### src/rtl/dvma_pkg.sv
package dvma_pkg;

  // Walk sequencing
  typedef enum logic [2:0] {
    ST_IDLE  = 3'd0,
    ST_FETCH = 3'd1,
    ST_AWAIT = 3'd2,
    ST_CHECK = 3'd3,
    ST_DONE  = 3'd4,
    ST_FAULT = 3'd5
  } walk_state_e;

  // Table entry field positions
  localparam int unsigned ENT_PPN_LSB  = 8;
  localparam int unsigned ENT_WREN_BIT = 2;
  localparam int unsigned ENT_VLD_BIT  = 1;

  // Scale of the base register and of the table index
  localparam int unsigned BASE_SCALE_SHIFT = 4;
  localparam int unsigned ENT_BYTES_LOG2   = 2;

endpackage

### src/rtl/dvma_ent_addr.sv
module dvma_ent_addr
  import dvma_pkg::*;
#(
  parameter int unsigned VA_W          = 32,
  parameter int unsigned RANGE_W       = 3,
  parameter int unsigned WIN_MIN_SHIFT = 24,
  parameter int unsigned PAGE_SHIFT    = 12,
  parameter int unsigned ADDR_W        = VA_W + BASE_SCALE_SHIFT
) (
  input  logic [VA_W-1:0]    base,
  input  logic [RANGE_W-1:0] range_code,
  input  logic [VA_W-1:0]    vaddr,
  output logic [ADDR_W-1:0]  ent_addr
);

  localparam int unsigned IDX_SHIFT = PAGE_SHIFT - ENT_BYTES_LOG2;

  logic [VA_W-1:0] win_start;
  logic [VA_W-1:0] in_window;
  logic [VA_W-1:0] byte_index;

  always_comb begin
    win_start  = {VA_W{1'b1}} << (WIN_MIN_SHIFT + 32'(range_code));
    in_window  = vaddr & ~win_start;
    byte_index = (in_window >> IDX_SHIFT) & ~VA_W'((1 << ENT_BYTES_LOG2) - 1);
    ent_addr   = {base, {BASE_SCALE_SHIFT{1'b0}}} + ADDR_W'(byte_index);
  end

endmodule

### src/rtl/dvma_ent_check.sv
module dvma_ent_check
  import dvma_pkg::*;
#(
  parameter int unsigned VA_W       = 32,
  parameter int unsigned ENT_W      = 32,
  parameter int unsigned PAGE_SHIFT = 12,
  parameter int unsigned ADDR_W     = 36
) (
  input  logic [ENT_W-1:0]  entry,
  input  logic              mem_err,
  input  logic              is_write,
  input  logic [VA_W-1:0]   vaddr,
  output logic              fault,
  output logic [ADDR_W-1:0] result_addr
);

  localparam int unsigned PPN_W = ENT_W - ENT_PPN_LSB;

  logic             ent_valid;
  logic             ent_wren;
  logic [PPN_W-1:0] ppn;
  logic [ADDR_W-1:0] phys_addr;
  logic [ADDR_W-1:0] page_addr;
  logic             unused_attr_bits;

  assign ent_valid        = entry[ENT_VLD_BIT];
  assign ent_wren         = entry[ENT_WREN_BIT];
  assign ppn              = entry[ENT_W-1:ENT_PPN_LSB];
  assign unused_attr_bits = ^{entry[ENT_PPN_LSB-1:ENT_WREN_BIT+1], entry[0]};

  always_comb begin
    fault     = mem_err || !ent_valid || (is_write && !ent_wren);
    phys_addr = ADDR_W'({ppn, vaddr[PAGE_SHIFT-1:0]});
    page_addr = ADDR_W'({vaddr[VA_W-1:PAGE_SHIFT], {PAGE_SHIFT{1'b0}}});
    result_addr = fault ? page_addr : phys_addr;
  end

endmodule

### src/rtl/dvma_walk_fsm.sv
module dvma_walk_fsm
  import dvma_pkg::*;
(
  input  logic clk,
  input  logic rst_n,
  input  logic req_valid,
  input  logic mem_req_ready,
  input  logic mem_rsp_valid,
  input  logic rsp_ready,
  input  logic check_fault,
  output logic req_ready,
  output logic load_req,
  output logic mem_req_valid,
  output logic mem_rsp_ready,
  output logic cap_entry,
  output logic load_result,
  output logic rsp_valid,
  output logic rsp_fault
);

  walk_state_e state_q;
  walk_state_e state_d;

  always_comb begin
    state_d = state_q;
    unique case (state_q)
      ST_IDLE:  if (req_valid)     state_d = ST_FETCH;
      ST_FETCH: if (mem_req_ready) state_d = ST_AWAIT;
      ST_AWAIT: if (mem_rsp_valid) state_d = ST_CHECK;
      ST_CHECK: state_d = check_fault ? ST_FAULT : ST_DONE;
      ST_DONE,
      ST_FAULT: if (rsp_ready)     state_d = ST_IDLE;
      default:  state_d = ST_IDLE;
    endcase
  end

  always_ff @(posedge clk or negedge rst_n) begin
    if (!rst_n) state_q <= ST_IDLE;
    else        state_q <= state_d;
  end

  always_comb begin
    req_ready     = (state_q == ST_IDLE);
    load_req      = req_ready && req_valid;
    mem_req_valid = (state_q == ST_FETCH);
    mem_rsp_ready = (state_q == ST_AWAIT);
    cap_entry     = mem_rsp_ready && mem_rsp_valid;
    load_result   = (state_q == ST_CHECK);
    rsp_valid     = (state_q == ST_DONE) || (state_q == ST_FAULT);
    rsp_fault     = (state_q == ST_FAULT);
  end

endmodule

### src/rtl/dvma_walker.sv
module dvma_walker
  import dvma_pkg::*;
#(
  parameter int unsigned VA_W          = 32,
  parameter int unsigned ENT_W         = 32,
  parameter int unsigned RANGE_W       = 3,
  parameter int unsigned WIN_MIN_SHIFT = 24,
  parameter int unsigned PAGE_SHIFT    = 12,
  parameter int unsigned ADDR_W        = VA_W + BASE_SCALE_SHIFT
) (
  input  logic              clk,
  input  logic              rst_n,
  input  logic [VA_W-1:0]   cfg_base,
  input  logic [RANGE_W-1:0] cfg_range,
  input  logic              req_valid,
  output logic              req_ready,
  input  logic [VA_W-1:0]   req_vaddr,
  input  logic              req_write,
  output logic              mem_req_valid,
  input  logic              mem_req_ready,
  output logic [ADDR_W-1:0] mem_req_addr,
  input  logic              mem_rsp_valid,
  output logic              mem_rsp_ready,
  input  logic [ENT_W-1:0]  mem_rsp_data,
  input  logic              mem_rsp_err,
  output logic              rsp_valid,
  input  logic              rsp_ready,
  output logic              rsp_fault,
  output logic [ADDR_W-1:0] rsp_addr,
  output logic              rsp_write
);

  // Reset: asserted asynchronously, released on the clock
  logic [1:0] rst_sync_q;
  logic       rst_int_n;

  always_ff @(posedge clk or negedge rst_n) begin
    if (!rst_n) rst_sync_q <= 2'b00;
    else        rst_sync_q <= {rst_sync_q[0], 1'b1};
  end
  assign rst_int_n = rst_sync_q[1];

  // Control
  logic load_req, cap_entry, load_result, check_fault;

  dvma_walk_fsm u_fsm (
    .clk          (clk),
    .rst_n        (rst_int_n),
    .req_valid    (req_valid),
    .mem_req_ready(mem_req_ready),
    .mem_rsp_valid(mem_rsp_valid),
    .rsp_ready    (rsp_ready),
    .check_fault  (check_fault),
    .req_ready    (req_ready),
    .load_req     (load_req),
    .mem_req_valid(mem_req_valid),
    .mem_rsp_ready(mem_rsp_ready),
    .cap_entry    (cap_entry),
    .load_result  (load_result),
    .rsp_valid    (rsp_valid),
    .rsp_fault    (rsp_fault)
  );

  // Entry address, computed from the live request and configuration
  logic [ADDR_W-1:0] ent_addr_d;

  dvma_ent_addr #(
    .VA_W         (VA_W),
    .RANGE_W      (RANGE_W),
    .WIN_MIN_SHIFT(WIN_MIN_SHIFT),
    .PAGE_SHIFT   (PAGE_SHIFT),
    .ADDR_W       (ADDR_W)
  ) u_addr (
    .base      (cfg_base),
    .range_code(cfg_range),
    .vaddr     (req_vaddr),
    .ent_addr  (ent_addr_d)
  );

  // Request registers, loaded on acceptance
  logic [VA_W-1:0]   va_q;
  logic              wr_q;
  logic [ADDR_W-1:0] ent_addr_q;

  always_ff @(posedge clk or negedge rst_int_n) begin
    if (!rst_int_n) begin
      va_q       <= '0;
      wr_q       <= 1'b0;
      ent_addr_q <= '0;
    end else if (load_req) begin
      va_q       <= req_vaddr;
      wr_q       <= req_write;
      ent_addr_q <= ent_addr_d;
    end
  end

  // Entry capture
  logic [ENT_W-1:0] ent_q;
  logic             err_q;

  always_ff @(posedge clk or negedge rst_int_n) begin
    if (!rst_int_n) begin
      ent_q <= '0;
      err_q <= 1'b0;
    end else if (cap_entry) begin
      ent_q <= mem_rsp_data;
      err_q <= mem_rsp_err;
    end
  end

  // Permission check and address formation
  logic [ADDR_W-1:0] result_d;

  dvma_ent_check #(
    .VA_W      (VA_W),
    .ENT_W     (ENT_W),
    .PAGE_SHIFT(PAGE_SHIFT),
    .ADDR_W    (ADDR_W)
  ) u_check (
    .entry      (ent_q),
    .mem_err    (err_q),
    .is_write   (wr_q),
    .vaddr      (va_q),
    .fault      (check_fault),
    .result_addr(result_d)
  );

  // Result register
  logic [ADDR_W-1:0] result_q;

  always_ff @(posedge clk or negedge rst_int_n) begin
    if (!rst_int_n)       result_q <= '0;
    else if (load_result) result_q <= result_d;
  end

  assign mem_req_addr = ent_addr_q;
  assign rsp_addr     = result_q;
  assign rsp_write    = wr_q;

endmodule

### config.mk
export PLATFORM = sky130hd
export DESIGN_NAME = dvma_walker
export DESIGN_NICKNAME = d
export VERILOG_FILES = /design/src/rtl/dvma_pkg.sv /design/src/rtl/dvma_ent_addr.sv /design/src/rtl/dvma_ent_check.sv /design/src/rtl/dvma_walk_fsm.sv /design/src/rtl/dvma_walker.sv
export SDC_FILE = /design/constraint.sdc
export NUM_CORES = 1
export LEC_CHECK = 0
export ABC_AREA = 1
export BUFFER_PORTS_ARGS = -buffer_cell sky130_fd_sc_hd__clkbuf_2
export CORE_ASPECT_RATIO = 0.7
export CORE_MARGIN = 1.5
export CORE_UTILIZATION = 45
export CTS_BUF_LIST = sky130_fd_sc_hd__clkbuf_8 sky130_fd_sc_hd__clkbuf_16
export CTS_CLUSTER_DIAMETER = 150
export DETAILED_ROUTE_END_ITERATION = 8
export GPL_TIMING_DRIVEN = 0
export PLACE_DENSITY = 0.8
export SKIP_LAST_GASP = 1
export SLEW_MARGIN = 20
export SYNTH_ARGS = -nofsm -noshare
export SYNTH_HDL_FRONTEND = slang
export SYNTH_SLANG_ARGS = --single-unit
### constraint.sdc
create_clock -name clk -period 4.5 [get_ports clk]
set_input_delay 0.225 -clock clk [delete_from_list [all_inputs] [get_ports clk]]
set_output_delay 0.225 -clock clk [all_outputs]
set_load 0.05 [all_outputs]
==> key figures <==
Global routing
  • Met2 usage: 0.3829
  • Vias in the first global route: roughly 6.2k
  • First-pass GRT wire length: approximately 32000 um
  • Most Crowded Layer GR: met2
  • GRT Resource Usage Total: 0.2514
  • Largest net degree at the start of global routing: between 50 and 60
  • Met1 Track Usage GR: 0.3627
  • Met3 global-route usage: 0.06159
  • Grt ovf: 0
  • Initial antenna violation count: 0

Final layout
  • Fin util: 0.5766
  • Number of inserted diodes: 0
  • Register area: approximately 0.0033 sq mm
  • Multi-input logic area: 0.003204 sq mm
  • Layout cell share with drive strength beyond 1: 0.2511
  • Design Area, Final: between 0.008 and 0.009 sq mm
  • Final nets: between 1k and 1.5k
  • Synth-to-Final Area Change: 25.94%
  • Fill cells: 1447

STA
  • Fin. max-slew vios: 0
  • Final min period: 1.758 ns
  • Final worst slack: roughly 2.7 ns
  • RSZ-0062 raised after global routing: no
  • Worst relative slew slack: 0.6443
  • Clk_skew: 0.01230 ns
  • Final setup fails: 0
  • Highest clock rate: between 0.5 and 0.6 GHz
  • Worst slew pin tran: 0.5318 ns
  • Final period utilization: 0.3907
  • Final hold vios: 0

Status
  • Status: finished, final reports clean

Worst setup path
  • Top delay family on crit path: simple AND/OR/NAND/NOR gates
  • Slowest stage delay, CP: 0.29 ns
  • Critical Path RT: ~4.8 ns
  • Critical path arrival: ~2.1 ns
  • Crit path max fanout: 6
  • Slowest cell on the critical path: nor2_1
  • Crit path kind: input pin to flip-flop
  • Endpoint class of the critical path: flip-flop
  • CP most frequent cell: nand2_1
  • WP buf/inv: 1
  • Cell breakdown of the critical path: clkbuf_2 > nand2_1 > nor2_1 > ha_1 > nand2_1 > nor2_1 > a21boi_1 > nor2_1 > nand2_1 > nand2_1 > nand3_1 > nand2_1
  • Startpoint Class: input pin

Clock tree
  • Sink Count: 133
  • H-tree levels: 4
  • Total CTS buffers: 17
  • PostCTS Resize Cnt: 0
  • Worst-path clk slew: roughly 0.060 ns
  • CTS tree: done
  • CTS Root Cell: clkbuf_16
  • Clk_lat worst skew: about 0.42 ns
  • Clk buf depth: 2

Logic synthesis
  • Syn Inst Count: 895
  • Mean post-synth cell area: around 7.9 sq um
  • Yosys top cell area share: 0.4719
  • YS warnings: 0
  • Post-synthesis sequential area ratio: 0.4719
  • Synthesized flop and latch total: 133
  • Synth area leader: dfrtp_1
  • Largest cells by area after synthesis: dfrtp_1 47%, nand2_1 19%, inv_1 4.3%
  • Synth Cell Area: between 0.007 and 0.008 sq mm
  • Distinct cells, synth: 37

Power
  • Share of power burned in combinational logic: 0.453
  • Int Power: 0.003515 W
  • Pwr dens: 737.3 mW/mm^2
  • Seq pwr share: 0.320
  • Sw Pwr: between 0.003 and 0.004 W
  • Sw Ratio: 0.4633
  • Clock power frac: 0.227
  • Static Leak: 5.100 nW
  • Maximum VDD drop: about 0.00044 V

Placed design
  • PortBufs: approximately 180
  • HPWL after detailed placement: 15450 um
  • Placed Instance Area: just over 0.008 sq mm
  • Post-Place Worst Slack: roughly 2.4 ns
  • RePlAce Congestion: around 0.9

Routing
  • Routed vias: about 6.6k
  • DR DRC count: 0
  • Routed WL: about 20000 um
  • DR WL/cell: between 15 and 20 um
  • Antenna-violating nets left: 0
  • DRT iter0 DRCs: 504
  • Drt pass-1 iters: 5
  • Mean number of vias per cell: between 5 and 6

Min path
  • HP Class: input pin to flip-flop

Die
  • Core area: 0.01540 sq mm
  • Die Y: 107.7 um
  • Die area: around 0.016 sq mm
  • # rows: 38
  • I/O Pins: 185
  • Initial Util: 0.4578
  • Die X: approximately 150 um

Job
  • Max_cap viols: 0
[state kept, by name, indices dropped and copies added, names as in the netlist]
signal and flops:
rsp_addr 36, mem_req_addr 32, va_q 32, ent_q 26, u_fsm.state_q 3, rst_sync_q 2
err_q 1, rsp_write 1
[worst reg2reg max path: stages, from the launching register on]
cell and delay, ns:
dfrtp_1 0.46, nor3_4 0.51, inv_2 0.23, buf_4 0.24
nand2_1 0.09, o21ai_1 0.06
[timing repair]
item                       4_1_cts  5_1_grt
hold endpoints to repair         2        0
setup buffers                    0        0
setup endpoints to repair        0        0
hold buffers                     1        0
[power by group through the flow]
| stage | clock network, W | logic (W) | registers (W) |
|---|---|---|---|
| final | 0.00149 | 0.00297 | 0.00210 |
| after global placement | 0 | 0.00288 | 0.00211 |
| after CTS | 0.00151 | 0.00297 | 0.00210 |
| after floorplan | 0 | 0.00124 | 0.00302 |
| after detailed placement | 0 | 0.00295 | 0.00211 |
| after global routing | 0.00156 | 0.00321 | 0.00216 |
[stage by stage]
step	hold WS (ns)	instances	setup TNS, ns	total power (W)
3_5_place_dp	0.01311	1274	0	0.005060
4_1_cts	0.01065	1307	0	0.006578
5_1_grt	0.01278	1307	0	0.006928
2_1_floorplan	-0.07059	896	0	0.004263
6_report	0.01970	1307	0	0.006549
3_3_place_gp	0.01239	1272	-135.30	0.004986
[cell usage after synthesis, drive strengths merged]
master and n:
and2 1, nand3b 4, a21oi 11, inv 86
a31oi 1, fa 1, or2 5, o21ai 60
clkbuf 3, nor3 13, a21boi 2, dfrtp 133
conb 2, o31a 1, mux2 26, nand4 2
nor2 63, nand3 55, xnor2 13, a211oi 1
ha 17, nand2 364, buf 28, o21a 1
o21bai 2
[layout make-up]
cell class,count,share of cell area
sequential,133,0.3751
multi-input combinational,646,0.3608
timing repair buffer,179,0.1065
clock buffer,17,0.04789
inverter,86,0.03634
tap,200,0.02817
buffer,31,0.02268
clock inverter,15,0.02254
[cell usage in the layout, fill, tap and decap left out, types with 8 or more instances in the layout]
cell       instances
dfrtp_1          132
mux2_2             8
nand3_1           55
xnor2_1           13
ha_1              17
buf_2             14
clkbuf_16         17
nor3_1            10
a21oi_1           11
o21ai_0           22
mux2_4            18
clkbuf_2         176
nand2_1          363
buf_4             10
nor2_1            61
o21ai_1           37
inv_1             82
[path summary, 6_finish.rpt]
check | startpoint | slack (ns) | to | depth (start not counted)
max | cfg_range[2] | 2.74 | mem_req_addr[22] | 12
min | req_vaddr[13] | 0.02 | va_q[13] | 3
max reg2reg | u_fsm.state_q[2] | 2.80 | rsp_addr[28] | 5
min reg2reg | rst_sync_q[1] | 0.31 | ent_q[21] | 0
max in group asynchronous | rst_sync_q[1] | 3.55 | rsp_addr[2] | 1
min in group asynchronous | rst_n | 0.12 | rst_sync_q[1] | 2
[cell families after synthesis]
| logic type | Yosys count | share of synthesized area |
|---|---|---|
| AOI/OAI and AO/OA | 79 | 0.06014 |
| xor gates and xnor gates | 13 | 0.01614 |
| other | 2 | 0.001065 |
| adders and majority gates | 18 | 0.03300 |
| muxes | 26 | 0.05109 |
| DFF | 133 | 0.4719 |
| buffers and inverters | 117 | 0.07433 |
| and+or+nand+nor | 507 | 0.2924 |
[per-layer routing]
layer | vias up | share of wire
met5 | - | 0
met4 | 0 | 0.0089
met3 | 16 | 0.083
met2 | 258 | 0.42
met1 | 3081 | 0.49
li1 | 3215 | -
Power figures use the tool's default switching activity.
